File: src/rtl/fdiv_pkg.sv
`timescale 1ns/1ps
package fdiv_pkg;

    typedef enum logic [1:0] {
        ST_IDLE      = 2'd0,
        ST_WAIT_GATE = 2'd1,
        ST_WAIT_EDGE = 2'd2
    } commit_state_e;

    localparam int CTRL_ADDR = 0;
    localparam int TRIG_ADDR = 1;

    function automatic logic [31:0] field_mask(input int shift, input int width);
        logic [31:0] m;
        m = '0;
        for (int i = 0; i < 32; i++) begin
            if (i >= shift && i < shift + width) m[i] = 1'b1;
        end
        return m;
    endfunction

endpackage

File: src/rtl/fdiv_regs.sv
`timescale 1ns/1ps
module fdiv_regs #(
    parameter int          WIDTH       = 8,
    parameter int          FIELD_SHIFT = 4,
    parameter int          TRIG_BIT    = 0,
    parameter logic [31:0] CTRL_RESET  = 32'h0
) (
    input  logic             clk,
    input  logic             rst_n,
    input  logic             wr_en_i,
    input  logic             wr_addr_i,
    input  logic [31:0]      wr_data_i,
    input  logic [31:0]      wr_mask_i,
    input  logic             rd_addr_i,
    input  logic             pending_i,
    output logic [31:0]      rd_data_o,
    output logic [WIDTH-1:0] shadow_field_o,
    output logic             trig_set_o
);
    import fdiv_pkg::*;

    logic [31:0] ctrl_q;
    logic        ctrl_wr;

    assign ctrl_wr    = wr_en_i && (wr_addr_i == 1'(CTRL_ADDR));
    assign trig_set_o = wr_en_i && (wr_addr_i == 1'(TRIG_ADDR))
                        && wr_mask_i[TRIG_BIT] && wr_data_i[TRIG_BIT];

    always_ff @(posedge clk or negedge rst_n) begin
        if (!rst_n) begin
            ctrl_q <= CTRL_RESET;
        end else if (ctrl_wr) begin
            ctrl_q <= (ctrl_q & ~wr_mask_i) | (wr_data_i & wr_mask_i);
        end
    end

    assign shadow_field_o = ctrl_q[FIELD_SHIFT +: WIDTH];

    always_comb begin
        rd_data_o = '0;
        if (rd_addr_i == 1'(CTRL_ADDR)) begin
            rd_data_o = ctrl_q;
        end else begin
            rd_data_o[TRIG_BIT] = pending_i;
        end
    end

    // unmasked bits survive a control-word write
    a_r3_unmasked_kept: assert property (@(posedge clk) disable iff (!rst_n)
        ctrl_wr |=> ((ctrl_q & ~$past(wr_mask_i)) == ($past(ctrl_q) & ~$past(wr_mask_i))));

endmodule

File: src/rtl/fdiv_commit_fsm.sv
`timescale 1ns/1ps
module fdiv_commit_fsm (
    input  logic clk,
    input  logic rst_n,
    input  logic trig_set_i,
    input  logic gate_en_i,
    input  logic pulse_now_i,
    output logic pending_o,
    output logic load_o
);
    import fdiv_pkg::*;

    commit_state_e state_q, state_d;

    always_ff @(posedge clk or negedge rst_n) begin
        if (!rst_n) state_q <= ST_IDLE;
        else        state_q <= state_d;
    end

    always_comb begin
        state_d = state_q;
        unique case (state_q)
            ST_IDLE: begin
                if (trig_set_i) state_d = ST_WAIT_GATE;
            end
            ST_WAIT_GATE: begin
                if (gate_en_i) state_d = ST_WAIT_EDGE;
            end
            ST_WAIT_EDGE: begin
                if (!gate_en_i)       state_d = ST_WAIT_GATE;
                else if (pulse_now_i) state_d = ST_IDLE;
            end
            default: state_d = ST_IDLE;
        endcase
    end

    always_comb begin
        pending_o = (state_q != ST_IDLE);
        load_o    = (state_q == ST_WAIT_EDGE) && gate_en_i && pulse_now_i;
    end

    // a pending commit is never dropped while the gate is off
    a_r6_pending_held: assert property (@(posedge clk) disable iff (!rst_n)
        (pending_o && !gate_en_i) |=> pending_o);

    // a trigger always leaves the idle state
    a_r5_trigger_arms: assert property (@(posedge clk) disable iff (!rst_n)
        (!pending_o && trig_set_i) |=> pending_o);

endmodule

File: src/rtl/fdiv_prediv.sv
`timescale 1ns/1ps
module fdiv_prediv #(
    parameter int PRE_DIV = 1
) (
    input  logic clk,
    input  logic rst_n,
    input  logic gate_en_i,
    output logic step_o
);
    localparam int CW = (PRE_DIV > 1) ? $clog2(PRE_DIV) : 1;
    localparam logic [CW-1:0] LAST = CW'(PRE_DIV - 1);

    logic [CW-1:0] cnt_q;

    always_ff @(posedge clk or negedge rst_n) begin
        if (!rst_n) begin
            cnt_q <= '0;
        end else if (gate_en_i) begin
            cnt_q <= (cnt_q == LAST) ? '0 : cnt_q + 1'b1;
        end
    end

    assign step_o = gate_en_i && (cnt_q == LAST);

    // the pre-divider count stays within its modulus
    a_r8_cnt_bound: assert property (@(posedge clk) disable iff (!rst_n)
        cnt_q <= LAST);

endmodule

File: src/rtl/fdiv_phase_acc.sv
`timescale 1ns/1ps
module fdiv_phase_acc #(
    parameter int              WIDTH       = 8,
    parameter int              FRAC_W      = 3,
    parameter logic [WIDTH-1:0] RESET_FIELD = '0
) (
    input  logic             clk,
    input  logic             rst_n,
    input  logic             step_i,
    input  logic             load_i,
    input  logic [WIDTH-1:0] load_field_i,
    output logic             pulse_now_o,
    output logic             clk_en_o
);
    localparam int ACC_W = WIDTH + 2;
    localparam logic [ACC_W-1:0] ONE = ACC_W'(1) << FRAC_W;

    logic [WIDTH-1:0] active_q;
    logic [ACC_W-1:0] acc_q, acc_d, sum_w, divisor_w;

    assign divisor_w   = ACC_W'(active_q) + ONE;
    assign sum_w       = acc_q + ONE;
    assign pulse_now_o = step_i && (sum_w >= divisor_w);

    always_comb begin
        acc_d = acc_q;
        if (step_i) acc_d = pulse_now_o ? (sum_w - divisor_w) : sum_w;
    end

    always_ff @(posedge clk or negedge rst_n) begin
        if (!rst_n) begin
            acc_q    <= '0;
            active_q <= RESET_FIELD;
            clk_en_o <= 1'b0;
        end else begin
            acc_q    <= acc_d;
            clk_en_o <= pulse_now_o;
            if (load_i) active_q <= load_field_i;
        end
    end

    // the phase never reaches the active divisor, even across a switch
    a_r7_acc_in_range: assert property (@(posedge clk) disable iff (!rst_n)
        acc_q < divisor_w);

endmodule

File: src/rtl/clk_frac_divider.sv
`timescale 1ns/1ps
module clk_frac_divider #(
    parameter int          WIDTH       = 8,
    parameter int          FRAC_W      = 3,
    parameter int          FIELD_SHIFT = 4,
    parameter int          TRIG_BIT    = 0,
    parameter int          PRE_DIV     = 1,
    parameter logic [31:0] CTRL_RESET  = 32'h0
) (
    input  logic        clk,
    input  logic        rst_n,
    input  logic        gate_en_i,
    input  logic        wr_en_i,
    input  logic        wr_addr_i,
    input  logic [31:0] wr_data_i,
    input  logic [31:0] wr_mask_i,
    input  logic        rd_addr_i,
    output logic [31:0] rd_data_o,
    output logic        clk_en_o
);
    localparam logic [WIDTH-1:0] RESET_FIELD = WIDTH'(CTRL_RESET >> FIELD_SHIFT);

    logic [WIDTH-1:0] shadow_field;
    logic             trig_set, pending, load, step, pulse_now;

    fdiv_regs #(
        .WIDTH(WIDTH), .FIELD_SHIFT(FIELD_SHIFT),
        .TRIG_BIT(TRIG_BIT), .CTRL_RESET(CTRL_RESET)
    ) u_regs (
        .clk(clk), .rst_n(rst_n),
        .wr_en_i(wr_en_i), .wr_addr_i(wr_addr_i),
        .wr_data_i(wr_data_i), .wr_mask_i(wr_mask_i),
        .rd_addr_i(rd_addr_i), .pending_i(pending),
        .rd_data_o(rd_data_o), .shadow_field_o(shadow_field),
        .trig_set_o(trig_set)
    );

    fdiv_commit_fsm u_fsm (
        .clk(clk), .rst_n(rst_n),
        .trig_set_i(trig_set), .gate_en_i(gate_en_i),
        .pulse_now_i(pulse_now),
        .pending_o(pending), .load_o(load)
    );

    fdiv_prediv #(.PRE_DIV(PRE_DIV)) u_pre (
        .clk(clk), .rst_n(rst_n),
        .gate_en_i(gate_en_i), .step_o(step)
    );

    fdiv_phase_acc #(
        .WIDTH(WIDTH), .FRAC_W(FRAC_W), .RESET_FIELD(RESET_FIELD)
    ) u_acc (
        .clk(clk), .rst_n(rst_n),
        .step_i(step), .load_i(load), .load_field_i(shadow_field),
        .pulse_now_o(pulse_now), .clk_en_o(clk_en_o)
    );

    // a commit is only taken on a cycle that emits a pulse
    a_r7_load_on_pulse: assert property (@(posedge clk) disable iff (!rst_n)
        load |-> pulse_now);

    // no enable pulse follows a gated-off cycle
    a_r6_gate_off_quiet: assert property (@(posedge clk) disable iff (!rst_n)
        !gate_en_i |=> !clk_en_o);

endmodule

File: config.mk
export PLATFORM = sky130hd
export DESIGN_NAME = clk_frac_divider
export DESIGN_NICKNAME = d
export VERILOG_FILES = /design/src/rtl/fdiv_pkg.sv /design/src/rtl/fdiv_regs.sv /design/src/rtl/fdiv_commit_fsm.sv /design/src/rtl/fdiv_prediv.sv /design/src/rtl/fdiv_phase_acc.sv /design/src/rtl/clk_frac_divider.sv
export SDC_FILE = /design/constraint.sdc
export NUM_CORES = 1
export LEC_CHECK = 0
export CORE_MARGIN = 4
export CORE_UTILIZATION = 45
export CTS_CLUSTER_DIAMETER = 80
export CTS_CLUSTER_SIZE = 24
export DETAILED_ROUTE_END_ITERATION = 7
export GPL_TIMING_DRIVEN = 0
export PLACE_DENSITY_LB_ADDON = 0.05
export SLEW_MARGIN = 20
export SYNTH_ARGS = -nofsm -noshare
export SYNTH_HDL_FRONTEND = slang
export SYNTH_SLANG_ARGS = --single-unit
File: constraint.sdc
create_clock -name clk -period 2.9 [get_ports clk]
set_input_delay 0.435 -clock clk [delete_from_list [all_inputs] [get_ports clk]]
set_output_delay 0.435 -clock clk [all_outputs]
set_load 0.05 [all_outputs]
# After elaboration in Yosys (flattened, before gate mapping)
# Cells that the tools add are included.
# W data, S select, Z words.
[word_totals]
ff_bits = 54
in_bits = 70
output_inout_bits = 33
word_cells = 42
[op_classes]
add_sub_neg = 4
order_cmp = 1
n_eq_ne = 5
n_mux = 9
bitwise_logic = 6
n_reduce_logical = 11
[ops]
columns = ["cell", "count"]
rows = [
  ["$and A32 B32 Y32", 2],
  ["$not A32 Y32", 1],
  ["$or A32 B32 Y32", 1],
  ["$mux W31", 1],
  ["$add A10 B4 Y10 const B", 1],
  ["$ge A10 B10 Y1", 1],
  ["$mux W10", 1],
  ["$sub A10 B10 Y10", 1],
  ["$add A8 B4 Y9 const B", 1],
  ["$logic_and A1 B1 Y1", 8],
  ["$mux W2", 4],
  ["$pmux W2 S3", 1],
  ["$ne A2 B2 Y1 const B", 2],
  ["$ne A3 B2 Y1 const B", 1],
  ["$reduce_and A3 Y1", 1],
  ["$eq A2 B1 Y1 const B", 1],
  ["$eq A2 B2 Y1 const B", 1],
  ["$logic_not A2 Y1", 1],
  ["$mux W1", 2],
  ["$not A1 Y1", 2],
  ["$reduce_bool A2 Y1", 1],
  ["$add A1 B1 Y1 const B", 1],
]

# Longest topological paths before layout
# Gate-level depths: netlist (run 1).
[logic_depth]
depth_word = 6
mapped_depth = 10
ltp_nobuf = 9

# Hierarchy
# From an unflattened synthesis (run 1), not the netlist that was laid out.
[unflattened]
cells_unflattened = 300
hier_area_um2 = 3315.7
[modules_own_cells]
columns = ["mod", "n_inst", "cells_per_inst", "area_each_um2", "seq_area_each_um2"]
rows = [
  ["fdiv_regs", 1, 147, 1824.2, 800.8],
  ["fdiv_phase_acc", 1, 142, 1376.3, 475.5],
  ["fdiv_commit_fsm", 1, 10, 107.6, 50.0],
  ["fdiv_prediv", 1, 1, 7.5, 0.0],
]

# Worst setup path after synthesis (run 1)
# No wires, ideal clock.
[synth_path]
path_type = "flip-flop to flip-flop"
start = "reg u_acc.acc_q[3]"
end = "reg u_acc.acc_q[9]"
setup_time_ns = 0.126
t_arrival_ns = 2.423
required_time_ns = 2.774
path_slack_ns = 0.351
stages_incl_launch_ff = 11
n_path_buf = 2
period_less_slack_ns = 2.549
cell_sequence = "dfrtp_1 ha_1 xor2_1 ha_1 buf_6 a21o_1 a31o_2 o21ai_4 buf_6 and4b_1 o32a_1"
[synth_between]
elab_chain_len = 4
word_cells_on_any_way = 5
cone_classes = "add/sub: 2; order compare: 1; mux: 1; reduce/logical: 1"
[synth_rtl]
columns = ["element", "line_no", "text"]
rows = [
  ["start, declared", "fdiv_phase_acc.sv:19", "logic [ACC_W-1:0] acc_q, acc_d, sum_w, divisor_w;"],
  ["start signal, assigned", "fdiv_phase_acc.sv:32", "acc_q <= '0;"],
  ["start signal, assigned", "fdiv_phase_acc.sv:36", "acc_q <= acc_d;"],
  ["$add A10 B4 Y10 *", "fdiv_phase_acc.sv:22", "assign sum_w = acc_q + ONE;"],
  ["$ge A10 B10 Y1", "fdiv_phase_acc.sv:23", "assign pulse_now_o = step_i && (sum_w >= divisor_w);"],
  ["$logic_and A1 B1 Y1", "fdiv_phase_acc.sv:23", ""],
  ["$mux W10 *", "fdiv_phase_acc.sv:27", "if (step_i) acc_d = pulse_now_o ? (sum_w - divisor_w) : sum_w;"],
]
# Every way passes the cells marked *; elsewhere a longest branch is shown, timed or not.
# A chain may end at the register's enable or synchronous reset.

# Final worst setup path (run 1)
[layout_path]
start = "reg u_acc.acc_q[3]"
end = "reg u_acc.active_q[6]"
[layout_between]
elab_chain_len = 4
[layout_rtl]
columns = ["element", "line_no", "text"]
rows = [
  ["$add A10 B4 Y10", "fdiv_phase_acc.sv:22", ""],
  ["$ge A10 B10 Y1", "fdiv_phase_acc.sv:23", ""],
  ["$logic_and A1 B1 Y1", "fdiv_phase_acc.sv:23", ""],
  ["$logic_and A1 B1 Y1", "fdiv_commit_fsm.sv:39", "load_o = (state_q == ST_WAIT_EDGE) && gate_en_i && pulse_now_i;"],
  ["end signal, assigned", "fdiv_phase_acc.sv:38", "if (load_i) active_q <= load_field_i;"],
  ["end, declared", "fdiv_phase_acc.sv:18", "logic [WIDTH-1:0] active_q;"],
]
# Every way passes these cells.

==> results_dict.tcl, run 1 <==
set metrics [dict create \
    via_per_inst 5.27 \
    grt_pass1_vias 2635 \
    tightestPinTransition_ns 0.687 \
    num_antenna_cells 0 \
    crit_top_cell "buf_6" \
    routed_wirelength_mm 7.23 \
    maxSlewHeadroom 0.542 \
    start_kind "flop" \
    clk_latency_ns 0.30 \
    hold_viol 0 \
    coreArea_um2 6490 \
    yosysUniqueCellTypes 44 \
    period_share 0.954 \
    skew_ns 0.00533 \
    dr.pass1.iters 4 \
    fin_util 0.663 \
    cellLeakagePower_nw 1.76 \
    post_drt_wl_per_cell_um 14.9 \
    dp_hpwl_mm 5.64 \
    cp.required_ns 3.09 \
    vias 2549 \
    drive_gt1_frac 0.152 \
    cts.sinks 53 \
    io_pins 103 \
    drcViolationCount 0 \
    yosysSeqAreaShare 0.431 \
    ys_seq_elements 53 \
    clkTransAtPathRegs_ns 0.09 \
    critPathMaxFanout 10 \
    portBuffers 102 \
    drv_cap 0 \
    synth_cells 297 \
    synth_area_um2 3080 \
    antenna_found_initial 0 \
    layout_common_cells "100 x clkdlybuf4s50_1, 53 x dfrtp_1, 42 x mux2_2" \
    critPathCaptureType "flop" \
    gp_congestion 0.823 \
    grt_usage 0.184 \
    ys.flop_type "dfrtp_1" \
    peakVddDrop_uv 495 \
    ant_nets 0 \
    cts_made_buffers 5 \
    setup-violations-final 0 \
    final_common_cell "clkdlybuf4s50_1" \
    grt_start_max_net_pins 54 \
    dr.first_iter.drc_count 66 \
    arrival_ns 2.96 \
    min_period_ns 2.77 \
    grt_overflow 0 \
    ys_async_sr_fraction 1.00 \
    fin_hold_ws_ns 0.159 \
    cts_root_buf "clkbuf_8" \
    chipWidth_um 90.7 \
    synth_edf_count 0 \
    nets 489 \
    die_h_um 90.7 \
    yosysWarnings 0 \
    h-tree-depth 2 \
    cts_buffer_depth 2 \
    cts_tree "built" \
    finish.instance_area_um2 4310 \
    crit_slowest_cell "dfrtp_1" \
    cp_cell_sequence "ha_2 -> xor2_1 -> ha_1 -> buf_6 -> a21o_1 -> a31o_2 -> o21ai_4 -> buf_6 -> a21oi_4 -> buf_12 -> mux2_2" \
    initial_core_util 0.474 \
    floorplan.die_area_um2 8230 \
    max_freq_mhz 361 \
    syn_avg_cell_area_um2 10.4 \
    critPathKind "reg2reg" \
    syn-num-nets 379 \
    slowest_delay_ns 0.44 \
    worstHoldPathType "in2async" \
    synthToLayoutAreaGrowth_pct 40.0 \
    p_per_area_nw_per_um2 962 \
    drv_slew 0 \
    grt_pass1_wl_mm 12.4 \
    outcome "completed" \
    placed_cell_area_um2 4190 \
    rows 29 \
]
==> layer usage <==
metal,vias up,track usage,part of all wire
met5,-,0,0
met1,1203,0.215,0.41
li1,1263,-,-
met4,0,0.0459,0.014
met3,9,0.0725,0.091
met2,74,0.314,0.49
==> layout make-up <==
cell class	instances	area, um2
Multi-Input combinational cell	220	1650
Tap cell	77	96.3
Fill cell	572	2190
Inverter	10	37.5
Buffer	14	78.8
Clock buffer	7	86.3
Sequential cell	53	1330
Timing Repair Buffer	103	1040
==> worst max-delay path, delay by kind of cell, from the launching register on <==
| kind | cells | cell delay [ns] |
|---|---|---|
| xor gates and xnor gates | 1 | 0.23 |
| DFF | 1 | 0.44 |
| muxes | 1 | 0.27 |
| AOI/OAI and AO/OA | 4 | 0.73 |
| adders and majority gates | 2 | 0.54 |
| buffers and inverters | 3 | 0.45 |
==> where the power goes <==
group | switching, mW | internal, mW | leakage, nW
clock network | 0.234 | 0.190 | 0.0443
registers | 0.161 | 0.971 | 0.639
logic | 1.41 | 1.18 | 1.07
total | 1.80 | 2.34 | 1.76
==> final timing paths <==
path                                startpoint                end  slack, ns  cells after the start
min in group clk                          flop               flop       0.50                      1
worst min-delay path                     rst_n     u_acc.acc_q[6]       0.16                      1
worst max register to register  u_acc.acc_q[3]  u_acc.active_q[6]       0.13                     11
worst max-delay path            u_acc.acc_q[3]  u_acc.active_q[6]       0.13                     11
max in group asynchronous                rst_n     u_acc.acc_q[8]       2.28                      1
worst min register to register            flop               flop       0.50                      1
==> cells in the mapped netlist (2+ instances only) <==
library cell,n,share of area
inv_1,10,0.012
dfrtp_1,53,0.43
nor2_1,6,0.0073
a41oi_1,2,0.0057
and2_1,2,0.0041
ha_1,11,0.045
nand2b_1,2,0.0041
nand2_1,41,0.050
xor2_1,7,0.020
mux2i_1,2,0.0065
a21o_1,2,0.0049
o31ai_1,2,0.0049
nor2b_1,36,0.073
and3_1,2,0.0041
nand4_1,5,0.010
a21oi_1,10,0.016
nor3_1,2,0.0033
clkbuf_1,10,0.012
mux2_2,42,0.15
nand3_1,10,0.016
o21ai_0,6,0.0098
o21a_1,3,0.0073
xnor2_1,3,0.0085
o211ai_1,6,0.015
buf_6,3,0.011
==> stage by stage <==
| stage | TNS (ns) | worst slack [ns] | power [mW] | std cells |
|---|---|---|---|---|
| CTS | 0 | 0.0996 | 4.14 | 483 |
| global route | -0.0118 | -0.00662 | 4.52 | 484 |
| detailed placement | -0.0235 | -0.0235 | 3.70 | 476 |
| global placement | -17.88 | -0.341 | 3.63 | 476 |
| finish | 0 | 0.133 | 4.14 | 484 |
| floorplan | 0 | 0.351 | 3.07 | 297 |
==> cells by family after synthesis <==
logic type               Yosys count  synth area share
AO/OA/AOI/OAI                     44             0.107
multiplexers                      44             0.160
buffers and inverters             24            0.0378
XOR/XNOR                          10            0.0285
flip-flops                        53             0.431
adder cells (fa/ha/maj)           12            0.0512
AND/OR/NAND/NOR                  110             0.184
==> repair_timing <==
item | CTS | global route
endpoints found under the setup margin | 1 | 12
resized for setup | 1 | 3
cloned | 0 | 0
hold buffers | 0 | 0
pin swaps | 0 | 1
setup buffers | 0 | 1
Power figures use the tool's default switching activity.
==> run 2: changes to the inputs <==
MAX_ROUTING_LAYER = met4   (was unset)
==> run 2 against run 1 <==
Highest routed layer unchanged; flip-flop and latch count unchanged; sequential share of layout area unchanged; clock skew about the same; critical path type unchanged; critical path depth unchanged; register-to-register slack about the same; maximum frequency about the same.
==> results_dict.tcl, run 2 (synthesis gave the netlist of run 1 again) <==
set metrics [dict create \
    outcome "completed" \
    power.switching_mw 1.80 \
    post_drt_wl_per_cell_um 15.0 \
    start_kind "flop" \
    num_antenna_cells 0 \
    cp.required_ns 3.09 \
    arrival_ns 2.96 \
    r2r_cells 11 \
    grt_overflow 0 \
    ant_nets 0 \
    grt_pass1_vias 2647 \
    floorplan.die_area_um2 8230 \
    peakVddDrop_uv 495 \
    hold_viol 0 \
    gp_congestion 0.836 \
    clockPowerShare 0.102 \
    drcViolationCount 0 \
    nets 489 \
    cp_cell_sequence "ha_2 -> xor2_1 -> ha_1 -> buf_6 -> a21o_1 -> a31o_2 -> o21ai_4 -> buf_6 -> a21oi_4 -> buf_12 -> mux2_2" \
    swShare 0.435 \
    regToRegEndpoint "u_acc.active_q[6]" \
    instances_no_fill 484 \
    min_period_ns 2.77 \
    initial_core_util 0.474 \
    clk_latency_ns 0.30 \
    worst_slack_ns 0.134 \
    antenna_found_initial 0 \
    period_share 0.954 \
    synthToLayoutAreaGrowth_pct 40.0 \
    crit_top_cell "buf_6" \
    nFillCells 572 \
    p_int_mw 2.34 \
    cts_tree "built" \
    pwr-share-comb 0.625 \
    dr.pass1.iters 4 \
    via_per_inst 5.27 \
    rows 29 \
    slowest_delay_ns 0.44 \
    maxSlewHeadroom 0.541 \
    final_common_cell "clkdlybuf4s50_1" \
    chipWidth_um 90.7 \
    drv_slew 0 \
    ff2ff_setup_slack_ns 0.13 \
    vias 2549 \
    reg2reg_from "u_acc.acc_q[3]" \
    h-tree-depth 2 \
    dp_hpwl_mm 5.64 \
    grt_start_max_net_pins 54 \
    cts_buffer_depth 2 \
    cp_top_family "compound AO/OA/AOI/OAI gates" \
    critPathKind "reg2reg" \
    max_freq_mhz 361 \
    layout_common_cells "100 x clkdlybuf4s50_1, 53 x dfrtp_1, 42 x mux2_2" \
    cp_num_buf_inv 3 \
    portBuffers 102 \
    seqPwrFrac 0.273 \
    die_h_um 90.7 \
    cts_made_buffers 5 \
    drive_gt1_frac 0.152 \
    p_per_area_nw_per_um2 962 \
    worstHoldPathType "in2async" \
    drv_cap 0 \
    tightestPinTransition_ns 0.688 \
    grt_pass1_wl_mm 12.3 \
    critPathMaxFanout 10 \
    clkTransAtPathRegs_ns 0.09 \
    dr.first_iter.drc_count 77 \
    setup_tns_ns 0 \
    cts_hold_buf 0 \
    cellLeakagePower_nw 1.76 \
    routed_wirelength_mm 7.25 \
    coreArea_um2 6490 \
    critPathCaptureType "flop" \
    setup-violations-final 0 \
    crit_slowest_cell "dfrtp_1" \
    placedCellCount 476 \
    cts.sinks 53 \
    pre_cts_ws_ns -0.0235 \
    skew_ns 0.00534 \
    grt_usage 0.189 \
    cts_root_buf "clkbuf_8" \
    io_pins 103 \
]
==> run 2: cell counts in the layout (fill, tap and decap cells not counted) <==
No cell type changed its count.
==> run 2: cell type report <==
class	instances	area [um2]	area share
multi-input combinational	220	1650	0.382
inverter	10	37.5	0.00871
clock buffer	7	86.3	0.0200
sequential	53	1330	0.308
timing repair buffer	103	1040	0.241
tap	77	96.3	0.0224
buffer	14	78.8	0.0183
==> run 2: repair_timing <==
action                     CTS  global route
pin swaps                    0             1
hold endpoints to repair     0             0
setup endpoints to repair    1            12
gates resized for setup      1             3
setup buffers                0             1
==> run 2: worst max path at each step <==
stage,start,endpoint,slack [ns],depth (start not counted)
finish,u_acc.acc_q[3],u_acc.active_q[6],0.13,11
global route,u_acc.acc_q[3],u_acc.active_q[6],-0.007,11
global placement,rst_n,async pin,-0.34,1
floorplan,u_acc.acc_q[3],u_acc.acc_q[9],0.35,10
detailed placement,rd_addr_i,rd_data_o[0],-0.02,5
CTS,u_acc.acc_q[3],u_acc.active_q[6],0.1,10
==> run 2: routing by layer <==
metal / global-route usage / part of all wire / vias to the layer above
li1: - / - / 1263
met5: - / 0 / -
met3: 0.0525 / 0.065 / 9
met4: 0.0459 / 0.013 / 0
met2: 0.314 / 0.49 / 74
met1: 0.227 / 0.43 / 1203
==> run 2: power by group through the flow <==
| stage | Clock, mW | Combinational, mW | Sequential, mW |
|---|---|---|---|
| final | 0.423 | 2.59 | 1.13 |
| after global routing | 0.474 | 2.88 | 1.17 |
| after CTS | 0.441 | 2.57 | 1.13 |
| after detailed placement | 0 | 2.56 | 1.15 |
| after floorplan | 0 | 1.95 | 1.12 |
| after global placement | 0 | 2.49 | 1.13 |
==> run 2: through the flow <==
step	instance area (um2)	hold slack (ns)	power [mW]	util
2_1_floorplan	3080	0.139	3.07	-
3_3_place_gp	4200	0.479	3.63	0.646
3_5_place_dp	4190	0.485	3.70	0.646
4_1_cts	4280	0.201	4.14	0.659
5_1_grt	4310	0.205	4.52	0.663
6_report	4310	0.160	4.14	0.663
==> run 3: changes to the inputs <==
clock period = 2.6 ns   (was 2.9 ns; I/O delays follow)
==> run 3 against run 2 <==
Global-route usage increased by 0.34 points; combinational power increased by 32%; flip-flop and latch count unchanged; die area unchanged; critical endpoint is now u_acc.active_q[0]; largest cell class unchanged.
==> results_dict.tcl, run 3 (synthesis gave the netlist of run 1 again) <==
set metrics [dict create \
    critPathKind "reg2reg" \
    multi_input_area_um2 1770 \
    cts_buffer_depth 2 \
    drv_slew 0 \
    cts.sinks 53 \
    worstHoldPathType "in2async" \
    dr.first_iter.drc_count 85 \
    post_drt_wl_per_cell_um 15.3 \
    power_mw 5.18 \
    reg2reg_from "u_acc.acc_q[3]" \
    io_pins 103 \
    dr.pass1.iters 4 \
    layout_common_cells "99 x clkdlybuf4s50_1, 53 x dfrtp_1, 41 x nand2_1, 41 x mux2_2, 36 x nor2b_1" \
    arrival_ns 2.76 \
    critPathMaxFanout 8 \
    rsz0062_at_grt "yes" \
    critPathCaptureType "flop" \
    cts_root_buf "clkbuf_8" \
    skew_ns 0.00417 \
    synthToLayoutAreaGrowth_pct 46.6 \
    ant_nets 0 \
    p_per_area_nw_per_um2 1150 \
    crit_top_cell "buf_6" \
    cp.required_ns 2.79 \
    rows 29 \
    start_kind "flop" \
    tightestPinTransition_ns 0.691 \
    drive_gt1_frac 0.204 \
    grt_pass1_vias 2717 \
    hold_viol 0 \
    chipWidth_um 90.7 \
    gp_congestion 0.836 \
    regToRegEndpoint "u_acc.active_q[0]" \
    clk_latency_ns 0.30 \
    via_per_inst 5.28 \
    outcome "completed" \
    cts_tree "built" \
    cp-startpoint "u_acc.acc_q[3]" \
    peakVddDrop_uv 571 \
    cts_hold_buf 0 \
    crit_slowest_cell "dfrtp_1" \
    antenna_found_initial 0 \
    nets 499 \
    drv_cap 0 \
    ff2ff_setup_slack_ns 0.04 \
    endpoint "u_acc.active_q[0]" \
    cts_made_buffers 5 \
    grt_overflow 0 \
    r2r_cells 11 \
    placedCellCount 476 \
    clkTransAtPathRegs_ns 0.09 \
    initial_core_util 0.474 \
    die_h_um 90.7 \
    drcViolationCount 0 \
    coreArea_um2 6490 \
    grt_pass1_wl_mm 12.6 \
    crit_cells 11 \
    slowest_delay_ns 0.43 \
    cp_top_family "compound AO/OA/AOI/OAI gates" \
    portBuffers 102 \
    nFillCells 539 \
    period_share 0.986 \
    cp_cell_sequence "ha_4 -> xor2_2 -> ha_1 -> buf_6 -> a21o_1 -> a31o_4 -> o21ai_4 -> buf_6 -> a21oi_4 -> buf_12 -> mux2_4" \
    cellLeakagePower_nw 1.85 \
    h-tree-depth 2 \
    floorplan.die_area_um2 8230 \
    setup-violations-final 0 \
    dp_hpwl_mm 5.64 \
    cp_num_buf_inv 3 \
    maxSlewHeadroom 0.540 \
    routed_wirelength_mm 7.54 \
    min_period_ns 2.56 \
    grt_usage 0.192 \
    num_antenna_cells 0 \
    seqCellArea_um2 1330 \
    grt_start_max_net_pins 54 \
    final_common_cell "clkdlybuf4s50_1" \
    max_freq_mhz 390 \
    vias 2607 \
    instances_no_fill 494 \
]
-- run 3: layout make-up --
class	count	area share
multi-input cells	220	0.392
flip-flops and latches	53	0.294
repair buffers	113	0.247
well taps	77	0.0213
clock buffers	7	0.0191
plain buffers	14	0.0183
inverters	10	0.00832
-- run 3: worst min-delay path by stage --
stage | to | startpoint | slack, ns
after floorplan | async pin | rst_n | 0.09
final | u_acc.acc_q[6] | rst_n | 0.12
after CTS | u_acc.acc_q[6] | rst_n | 0.16
after global routing | u_acc.acc_q[6] | rst_n | 0.16
after detailed placement | u_acc.acc_q[6] | rst_n | 0.49
after global placement | flop | flop | 0.48
-- run 3: routing by layer --
metal / share of wire / wire, um / up-vias / track usage
met4: 0.0094 / 71 / 0 / 0.0472
met3: 0.067 / 508 / 7 / 0.0533
met1: 0.43 / 3220 / 1245 / 0.227
li1: - / - / 1280 / -
met2: 0.50 / 3740 / 75 / 0.324
met5: 0 / 0 / - / -
-- run 3: worst reg2reg max path, delay by kind of cell, from the launching register on --
kind / cells / cell delay (ns)
compound gates: 4 / 0.65
xor+xnor: 1 / 0.16
fa+ha+maj: 2 / 0.50
buf+inv: 3 / 0.44
flops: 1 / 0.43
mux: 1 / 0.29
-- run 3: metrics by stage --
stage	setup slack (ns)	instance area [um2]	hold WS, ns	utilization	TNS (ns)
global placement	-0.596	4200	0.479	0.646	-32.98
CTS	0.00448	4380	0.156	0.674	0
finish	0.0355	4510	0.117	0.695	0
global route	-0.0657	4510	0.160	0.695	-0.492
detailed placement	-0.233	4190	0.485	0.646	-2.40
floorplan	0.0509	3080	0.0944	-	0
-- run 3: what timing repair did --
action / in CTS / in global routing
gates resized for setup: 8 / 18
pin swaps: 5 / 10
buffers inserted: 6 / 6
endpoints found under the setup margin: 31 / 28
cloned: 0 / 0
-- run 3: power breakdown --
part | switching [mW] | internal (mW) | total (mW) | leakage (nW)
logic | 1.75 | 1.68 | 3.43 | 1.17
clock network | 0.257 | 0.212 | 0.469 | 0.0443
registers | 0.199 | 1.08 | 1.28 | 0.639
total | 2.20 | 2.98 | 5.18 | 1.85
